`config.mk`:
```
export PLATFORM = sky130hd
export DESIGN_NAME = rot_rename_loop
export DESIGN_NICKNAME = d
export VERILOG_FILES = /design/src/rtl/rr_pkg.sv /design/src/rtl/rr_rename.sv /design/src/rtl/rr_loop_ctl.sv /design/src/rtl/rot_rename_loop.sv
export SDC_FILE = /design/constraint.sdc
export NUM_CORES = 1
export LEC_CHECK = 0
export BUFFER_PORTS_ARGS = -buffer_cell sky130_fd_sc_hd__buf_2
export CAP_MARGIN = 10
export CORE_MARGIN = 5
export CORE_UTILIZATION = 40
export CTS_CLUSTER_SIZE = 12
export DETAILED_ROUTE_END_ITERATION = 12
export PLACE_DENSITY = 0.79
export SLEW_MARGIN = 20
export SYNTH_ARGS = -nofsm -noshare
export SYNTH_HDL_FRONTEND = slang
export SYNTH_HIERARCHICAL = 1
export SYNTH_SLANG_ARGS = --single-unit
```
`constraint.sdc`:
```
create_clock -name clk -period 3.68 [get_ports clk]
set_input_delay 0.736 -clock clk [delete_from_list [all_inputs] [get_ports clk]]
set_output_delay 0.736 -clock clk [all_outputs]
set_load 0.005 [all_outputs]
```
`src/rtl/rr_pkg.sv`:
```
`timescale 1ns/1ps
package rr_pkg;
    // Outcome of the branch logic in one cycle
    typedef enum logic [2:0] {
        RR_NONE   = 3'd0,  // no branch, or loop-top with both counters spent
        RR_KERNEL = 3'd1,  // loop counter spent, stage on
        RR_EPILOG = 3'd2,  // epilogue counter spent, still taken
        RR_DRAIN  = 3'd3,  // last epilogue step, falls through
        RR_COUNT  = 3'd4,  // counted branch taken
        RR_CFALL  = 3'd5   // counted branch not taken
    } rr_kind_e;
endpackage

```
`src/rtl/rr_rename.sv`:
```
`timescale 1ns/1ps
module rr_rename #(
    parameter int TOTAL  = 128,
    parameter int STATIC = 32
) (
    input  logic [$clog2(TOTAL)-1:0] base,
    input  logic [$clog2(TOTAL)-1:0] virt,
    output logic [$clog2(TOTAL)-1:0] phys
);
    localparam int W   = $clog2(TOTAL);
    localparam int ROT = TOTAL - STATIC;

    logic [W:0] off;

    always_comb begin
        // offset inside the rotating window, reduced once (both terms < ROT)
        off = {1'b0, virt} - (W+1)'(STATIC) + {1'b0, base};
        if (off >= (W+1)'(ROT)) off = off - (W+1)'(ROT);
        if (virt < W'(STATIC)) phys = virt;
        else                   phys = W'(off + (W+1)'(STATIC));
    end
endmodule

```
`src/rtl/rr_loop_ctl.sv`:
```
`timescale 1ns/1ps
module rr_loop_ctl #(
    parameter int CNT_W = 16
) (
    input  logic             br_top,
    input  logic             br_cloop,
    input  logic [CNT_W-1:0] lc,
    input  logic [CNT_W-1:0] ec,
    output rr_pkg::rr_kind_e kind,
    output logic             lc_dec,
    output logic             ec_dec,
    output logic             rotate,
    output logic             taken,
    output logic             pred_we,
    output logic             pred_val
);
    import rr_pkg::*;

    logic lc_nz, ec_gt1, ec_one;

    always_comb begin
        lc_nz  = (lc != '0);
        ec_one = (ec == CNT_W'(1));
        ec_gt1 = (ec > CNT_W'(1));

        // loop-top has priority over the counted branch
        kind = RR_NONE;
        if (br_top) begin
            if (lc_nz)       kind = RR_KERNEL;
            else if (ec_gt1) kind = RR_EPILOG;
            else if (ec_one) kind = RR_DRAIN;
            else             kind = RR_NONE;
        end else if (br_cloop) begin
            kind = lc_nz ? RR_COUNT : RR_CFALL;
        end

        lc_dec   = 1'b0;
        ec_dec   = 1'b0;
        rotate   = 1'b0;
        taken    = 1'b0;
        pred_we  = 1'b0;
        pred_val = 1'b0;
        case (kind)
            RR_KERNEL: begin
                lc_dec = 1'b1; rotate = 1'b1; taken = 1'b1;
                pred_we = 1'b1; pred_val = 1'b1;
            end
            RR_EPILOG: begin
                ec_dec = 1'b1; rotate = 1'b1; taken = 1'b1; pred_we = 1'b1;
            end
            RR_DRAIN: begin
                ec_dec = 1'b1; rotate = 1'b1; pred_we = 1'b1;
            end
            RR_COUNT: begin
                lc_dec = 1'b1; taken = 1'b1;
            end
            default: ;
        endcase
    end
endmodule

```
`src/rtl/rot_rename_loop.sv`:
```
`timescale 1ns/1ps
module rot_rename_loop #(
    parameter int GR_TOTAL  = 128,
    parameter int GR_STATIC = 32,
    parameter int PR_TOTAL  = 64,
    parameter int PR_STATIC = 16,
    parameter int CNT_W     = 16
) (
    input  logic                        clk,
    input  logic                        rst_n,
    input  logic                        load_en,
    input  logic [CNT_W-1:0]            load_lc,
    input  logic [CNT_W-1:0]            load_ec,
    input  logic                        br_top,
    input  logic                        br_cloop,
    input  logic [$clog2(GR_TOTAL)-1:0] gr_virt,
    output logic [$clog2(GR_TOTAL)-1:0] gr_phys,
    input  logic [$clog2(PR_TOTAL)-1:0] pr_virt,
    output logic [$clog2(PR_TOTAL)-1:0] pr_phys,
    output logic                        br_taken,
    output logic                        stage_pred_we,
    output logic                        stage_pred_val,
    output logic [CNT_W-1:0]            lc_o,
    output logic [CNT_W-1:0]            ec_o,
    output logic [$clog2(GR_TOTAL)-1:0] gr_base_o,
    output logic [$clog2(PR_TOTAL)-1:0] pr_base_o
);
    localparam int GR_W   = $clog2(GR_TOTAL);
    localparam int PR_W   = $clog2(PR_TOTAL);
    localparam int GR_ROT = GR_TOTAL - GR_STATIC;
    localparam int PR_ROT = PR_TOTAL - PR_STATIC;

    typedef struct packed {
        logic [CNT_W-1:0] lc;
        logic [CNT_W-1:0] ec;
        logic [GR_W-1:0]  gb;
        logic [PR_W-1:0]  pb;
    } rr_state_t;

    rr_state_t st_d, st_q;

    rr_pkg::rr_kind_e kind;
    logic lc_dec, ec_dec, rotate, taken, pred_we, pred_val;

    rr_loop_ctl #(.CNT_W(CNT_W)) i_ctl (
        .br_top   (br_top),
        .br_cloop (br_cloop),
        .lc       (st_q.lc),
        .ec       (st_q.ec),
        .kind     (kind),
        .lc_dec   (lc_dec),
        .ec_dec   (ec_dec),
        .rotate   (rotate),
        .taken    (taken),
        .pred_we  (pred_we),
        .pred_val (pred_val)
    );

    rr_rename #(.TOTAL(GR_TOTAL), .STATIC(GR_STATIC)) i_gr_ren (
        .base (st_q.gb),
        .virt (gr_virt),
        .phys (gr_phys)
    );

    rr_rename #(.TOTAL(PR_TOTAL), .STATIC(PR_STATIC)) i_pr_ren (
        .base (st_q.pb),
        .virt (pr_virt),
        .phys (pr_phys)
    );

    always_comb begin
        st_d = st_q;
        if (load_en) begin
            st_d.lc = load_lc;
            st_d.ec = load_ec;
            st_d.gb = '0;
            st_d.pb = '0;
        end else begin
            if (lc_dec) st_d.lc = st_q.lc - 1'b1;
            if (ec_dec) st_d.ec = st_q.ec - 1'b1;
            if (rotate) begin
                st_d.gb = (st_q.gb == '0) ? GR_W'(GR_ROT - 1) : st_q.gb - 1'b1;
                st_d.pb = (st_q.pb == '0) ? PR_W'(PR_ROT - 1) : st_q.pb - 1'b1;
            end
        end
    end

    always_ff @(posedge clk) begin
        if (!rst_n) st_q <= '0;
        else        st_q <= st_d;
    end

    assign br_taken       = taken    & ~load_en;
    assign stage_pred_we  = pred_we  & ~load_en;
    assign stage_pred_val = pred_val & ~load_en;
    assign lc_o           = st_q.lc;
    assign ec_o           = st_q.ec;
    assign gr_base_o      = st_q.gb;
    assign pr_base_o      = st_q.pb;
endmodule

```
After elaboration in Yosys (flattened, before gate mapping)
Cells that the tools add are included.
{ "word_totals": {"reg_bits": 45, "out_inout_bits": 61, "wordCells": 62, "in_bits": 50} }
{ "classes": {"n_reduce_logical": 10, "bitwise_logic": 5, "magnitude_cmp": 5, "n_mux": 21, "n_eq_ne": 5, "n_addsub": 12} }
{ "ops": {"columns": ["cell", "n"], "rows": [
  ["$mux 45", 1],
  ["$mux 16", 2],
  ["$sub 16x1->16 const B", 2],
  ["$mux 7", 3],
  ["$mux 6", 3],
  ["$eq 16x1->1 const B", 1],
  ["$gt 16x1->1 const B", 1],
  ["$reduce_bool 16->1", 1],
  ["$mux 13", 1],
  ["$mux 3", 4],
  ["$add 8x7->8", 1],
  ["$ge 8x7->1 const B", 1],
  ["$sub 7x6->8 const B", 1],
  ["$add 7x6->7", 1],
  ["$add 7x6->7 const B", 1],
  ["$ge 7x6->1 const B", 1],
  ["$logic_not 7->1", 1],
  ["$lt 7x6->1 const B", 1],
  ["$sub 6x5->7 const B", 1],
  ["$sub 7x1->7 const B", 1],
  ["$sub 7x7->7 const B", 1],
  ["$add 6x5->6 const B", 1],
  ["$eq 3x2->1 const B", 2],
  ["$logic_not 6->1", 1],
  ["other kinds (12)", 24]
]} }

Depth between registers and ports, before layout
{ "logic_depth": {"depth_word": 10, "depth_mapped": 13} }

Cells and area by module
Netlist, hierarchy kept.
{ "by_module_without_submodules": {"columns": ["mod", "cells_per_inst", "area_each_um2", "seq_area_each_um2", "n_inst"], "rows": [
  ["rot_rename_loop", 276, 2333.5, 900.9, 1],
  ["rr_rename at i_gr_ren", 63, 474.2, 0.0, 1],
  ["rr_rename at i_pr_ren", 56, 417.9, 0.0, 1],
  ["rr_loop_ctl", 27, 158.9, 0.0, 1]
]} }

Least setup slack after synthesis
OpenSTA, ideal clock, no wires.
{ "synth_timing": {"path_type": "input to output", "start": "in pr_virt[1]", "end": "out pr_phys[5]", "t_arrival_ps": 3184, "cell_stages": 13, "path_slack_ps": -240, "t_required_ps": 2944, "path_buffers": 0, "cell_sequence": "ha_1 ha_1 inv_1 fa_1 nand2b_1 a21oi_1 xor2_1 ha_1 and2_1 a31oi_1 mux2_4 or3_1 a21oi_1"} }
{ "synth_via": {"elab_chain_cells": 6, "elab_cells_between_ends": 8} }
{ "synth_rtl": {"columns": ["item", "line_no", "rtl"], "rows": [
  ["start, declared", "rot_rename_loop.sv:18", "input logic [$clog2(PR_TOTAL)-1:0] pr_virt,"],
  ["$sub 6x5->7", "rr_rename.sv:17", "off = {1'b0, virt} - (W+1)'(STATIC) + {1'b0, base};"],
  ["$add 7x6->7", "rr_rename.sv:17", null],
  ["$sub 6x6->6 or $ge 7x6->1 (tied branches)", "rr_rename.sv:18", "if (off >= (W+1)'(ROT)) off = off - (W+1)'(ROT);"],
  ["$mux 6", "rr_rename.sv:18", null],
  ["$add 6x5->6", "rr_rename.sv:20", "else phys = W'(off + (W+1)'(STATIC));"],
  ["$mux 6 *", "rr_rename.sv:19", "if (virt < W'(STATIC)) phys = virt;"],
  ["end, declared", "rot_rename_loop.sv:19", "output logic [$clog2(PR_TOTAL)-1:0] pr_phys,"]
]} }
Every way passes the cells marked *; elsewhere a longest branch is shown, timed or not.

Final worst setup path
Same ends and word-level chain as after synthesis.

==> summary.txt <==
Run status
  • Status: finished with violations
  • Violated checks: setup timing

Floorplanning
  • Die H: between 100 and 150 µm
  • Die area: 10300 µm²
  • Width of the die: just over 100 µm
  • Core area: 8220 µm²
  • Std-Cell Rows: 33
  • Initial Util: 40.9%
  • Ports: 111

Routing
  • Starting DRC count in detailed routing: about 120
  • Final wirelength: 9110 µm
  • Drc violations: 0
  • Via count: approximately 3500
  • Drt wl/cell: 14.3 µm
  • Antenna-violating nets left: 0
  • Vias per cell: 5.45
  • Detailed Routing Iterations Pass 1: 4

Global route
  • Met2 Use GR: around 30%
  • First-pass GRT wire length: 14900 µm
  • Vias in the first global route: 3335
  • Remaining Overflow, GRT: 0
  • All-layer global routing usage: about 17%
  • Met1 usage: between 20% and 30%
  • Initial antenna violation count: 0
  • Largest net degree at the start of global routing: 55
  • GR met3 Demand/Resource: 2.96%
  • Most crowded layer after global routing: met2

Clocking
  • Cts bufs inserted: 5
  • CTS Buffer Depth: 2
  • Worst-Skew Late Latency: 290 ps
  • Clock slew at reported path FFs: 90 ps
  • Post-CTS Setup Repair Bufs: 0
  • Sink Count: 45
  • TritonCTS clock tree: done
  • Root Driver: clkbuf_8
  • Max H-tree Level: 2

STA
  • Final worst path period share: 113%
  • Fmax: 0.241 GHz
  • Worst-margin pin slew: 661 ps
  • Minimum clock period: 4150 ps
  • Total negative setup slack: -851 ps
  • Worst slew margin: between 50% and 60%
  • Clock skew: approximately 7.6 ps
  • Final-report max-slew violation count: 0
  • RSZ-0062 raised after global routing: true
  • Setup slack after layout: -475 ps
  • Endpoints failing setup: 2
  • Fin. Hold Viols: 0

Job
  • Max-cap viol count: 0

Critical path
  • Critical path fanouts, max: 2
  • RR Startpoint: lc_o[9]$_SDFFE_PN0P_
  • WP buf/inv: 3
  • CP Cell Sequence: buf_6 > ha_4 > ha_4 > inv_2 > fa_2 > nand2b_4 > a21oi_4 > xor2_2 > ha_2 > and2_4 > a31oi_2 > mux2_4 > or3_4 > a21oi_2 > buf_2
  • Critical Path RT: 2940 ps
  • Worst R2R Path Depth: 8
  • CP delay by family, top: adder cells
  • Slowest CP cell: fa_2
  • CP max stage delay: around 340 ps
  • Critical Path AT: ~3400 ps
  • CP Capture Type: output port
  • Crit start category: input port
  • Most frequent CP cell: ha_4
  • Critical Path Start: pr_virt[1]
  • Critical path depth in cells: 15
  • Worst Setup Path Type: input port to output port

Cells and area
  • Synth-to-Final Area Change: 26.8%
  • Share of layout cells above drive strength 1: between 30 and 40%
  • Post-Layout Inst Area: about 4300 µm²
  • Nets: 612
  • Commonest non-fill, non-tap cell in the layout: buf_2
  • Most frequent cells in the layout: 109 x buf_2, 45 x dfxtp_1, 31 x o21ai_0, 31 x a21oi_1
  • Antenna cells: 0
  • Layout Cells excl Fill: ~640
  • Post-layout util: 51.8%

Power and ir drop
  • Static Leak: 1.93 nW
  • Max rail drop VDD: ~0.23 mV
  • Total Power: 1.39 mW
  • PwrDens: 327 nW/µm²

Yosys
  • Yosys warns: 6
  • Mapped Avg Cell Area: 8.06 µm²
  • Synth Net Count: 500
  • Syn Inst Count: 417
  • Cell Area, Synth: 3360 µm²

Placed design
  • Routability congestion estimate: 0.889
  • Post-DP Area: 4120 µm²
  • Detail Placement HPWL: 6970 µm
  • Placed instance count: 627
  • Port bufs: 110

Min path
  • Hold Path Stages: 2
  • Hold crit path type: register to register
  • Worst Min Path Start: ec_o[15]$_SDFFE_PN0P_
## tightest hold or removal path, cell delays in order, from the launching register on
cell and delay [ps]:
dfxtp_1 340, o31ai_1 70, a31oi_1 70
## flip-flops by register name, summed over array words and instances, names as in the netlist
signal	cells
ec_o	16
lc_o	16
gr_base_o	7
pr_base_o	6
## worst paths after layout
check | endpoint | slack, ps
setup / recovery | pr_phys[5] | -470
setup reg to reg | ec_o[13]$_SDFFE_PN0P_ | 930
hold reg to reg | ec_o[15]$_SDFFE_PN0P_ | 530
hold / removal | ec_o[15]$_SDFFE_PN0P_ | 530
## power by group
part	leakage [nW]	switching (mW)	internal (mW)	total [mW]
combinational	1.51	0.263	0.257	0.520
clock	0.0450	0.163	0.132	0.295
sequential	0.373	0.0559	0.524	0.580
total	1.93	0.482	0.913	1.39
## layout make-up
cell class | count | area [µm²]
fillers | 779 | 3960
well taps | 105 | 131
clock buffers | 6 | 72.6
flip-flops and latches | 45 | 901
inverters | 33 | 124
clock inverters | 2 | 10.0
multi-input cells | 321 | 2360
repair buffers | 123 | 658
## layer usage
metal / wire length (µm) / vias to the layer above
met3: 623 / 12
met4: 81 / 0
met2: 4520 / 122
met5: 0 / -
li1: - / 1726
met1: 3890 / 1600
## stage by stage
stage	worst slack (ps)	hold slack (ps)
final	-475	528
after global routing	-550	578
after CTS	-495	524
after detailed placement	-512	511
after global placement	-353	504
after floorplan	-169	499
## timing repair
| action | 4_1_cts | 5_1_grt |
|---|---|---|
| hold buffers | 0 | 0 |
| setup endpoints to repair | 2 | 4 |
| pin swaps | 4 | 4 |
| resized for setup | 3 | 6 |
Note: power is estimated with default switching activity, not from simulation.
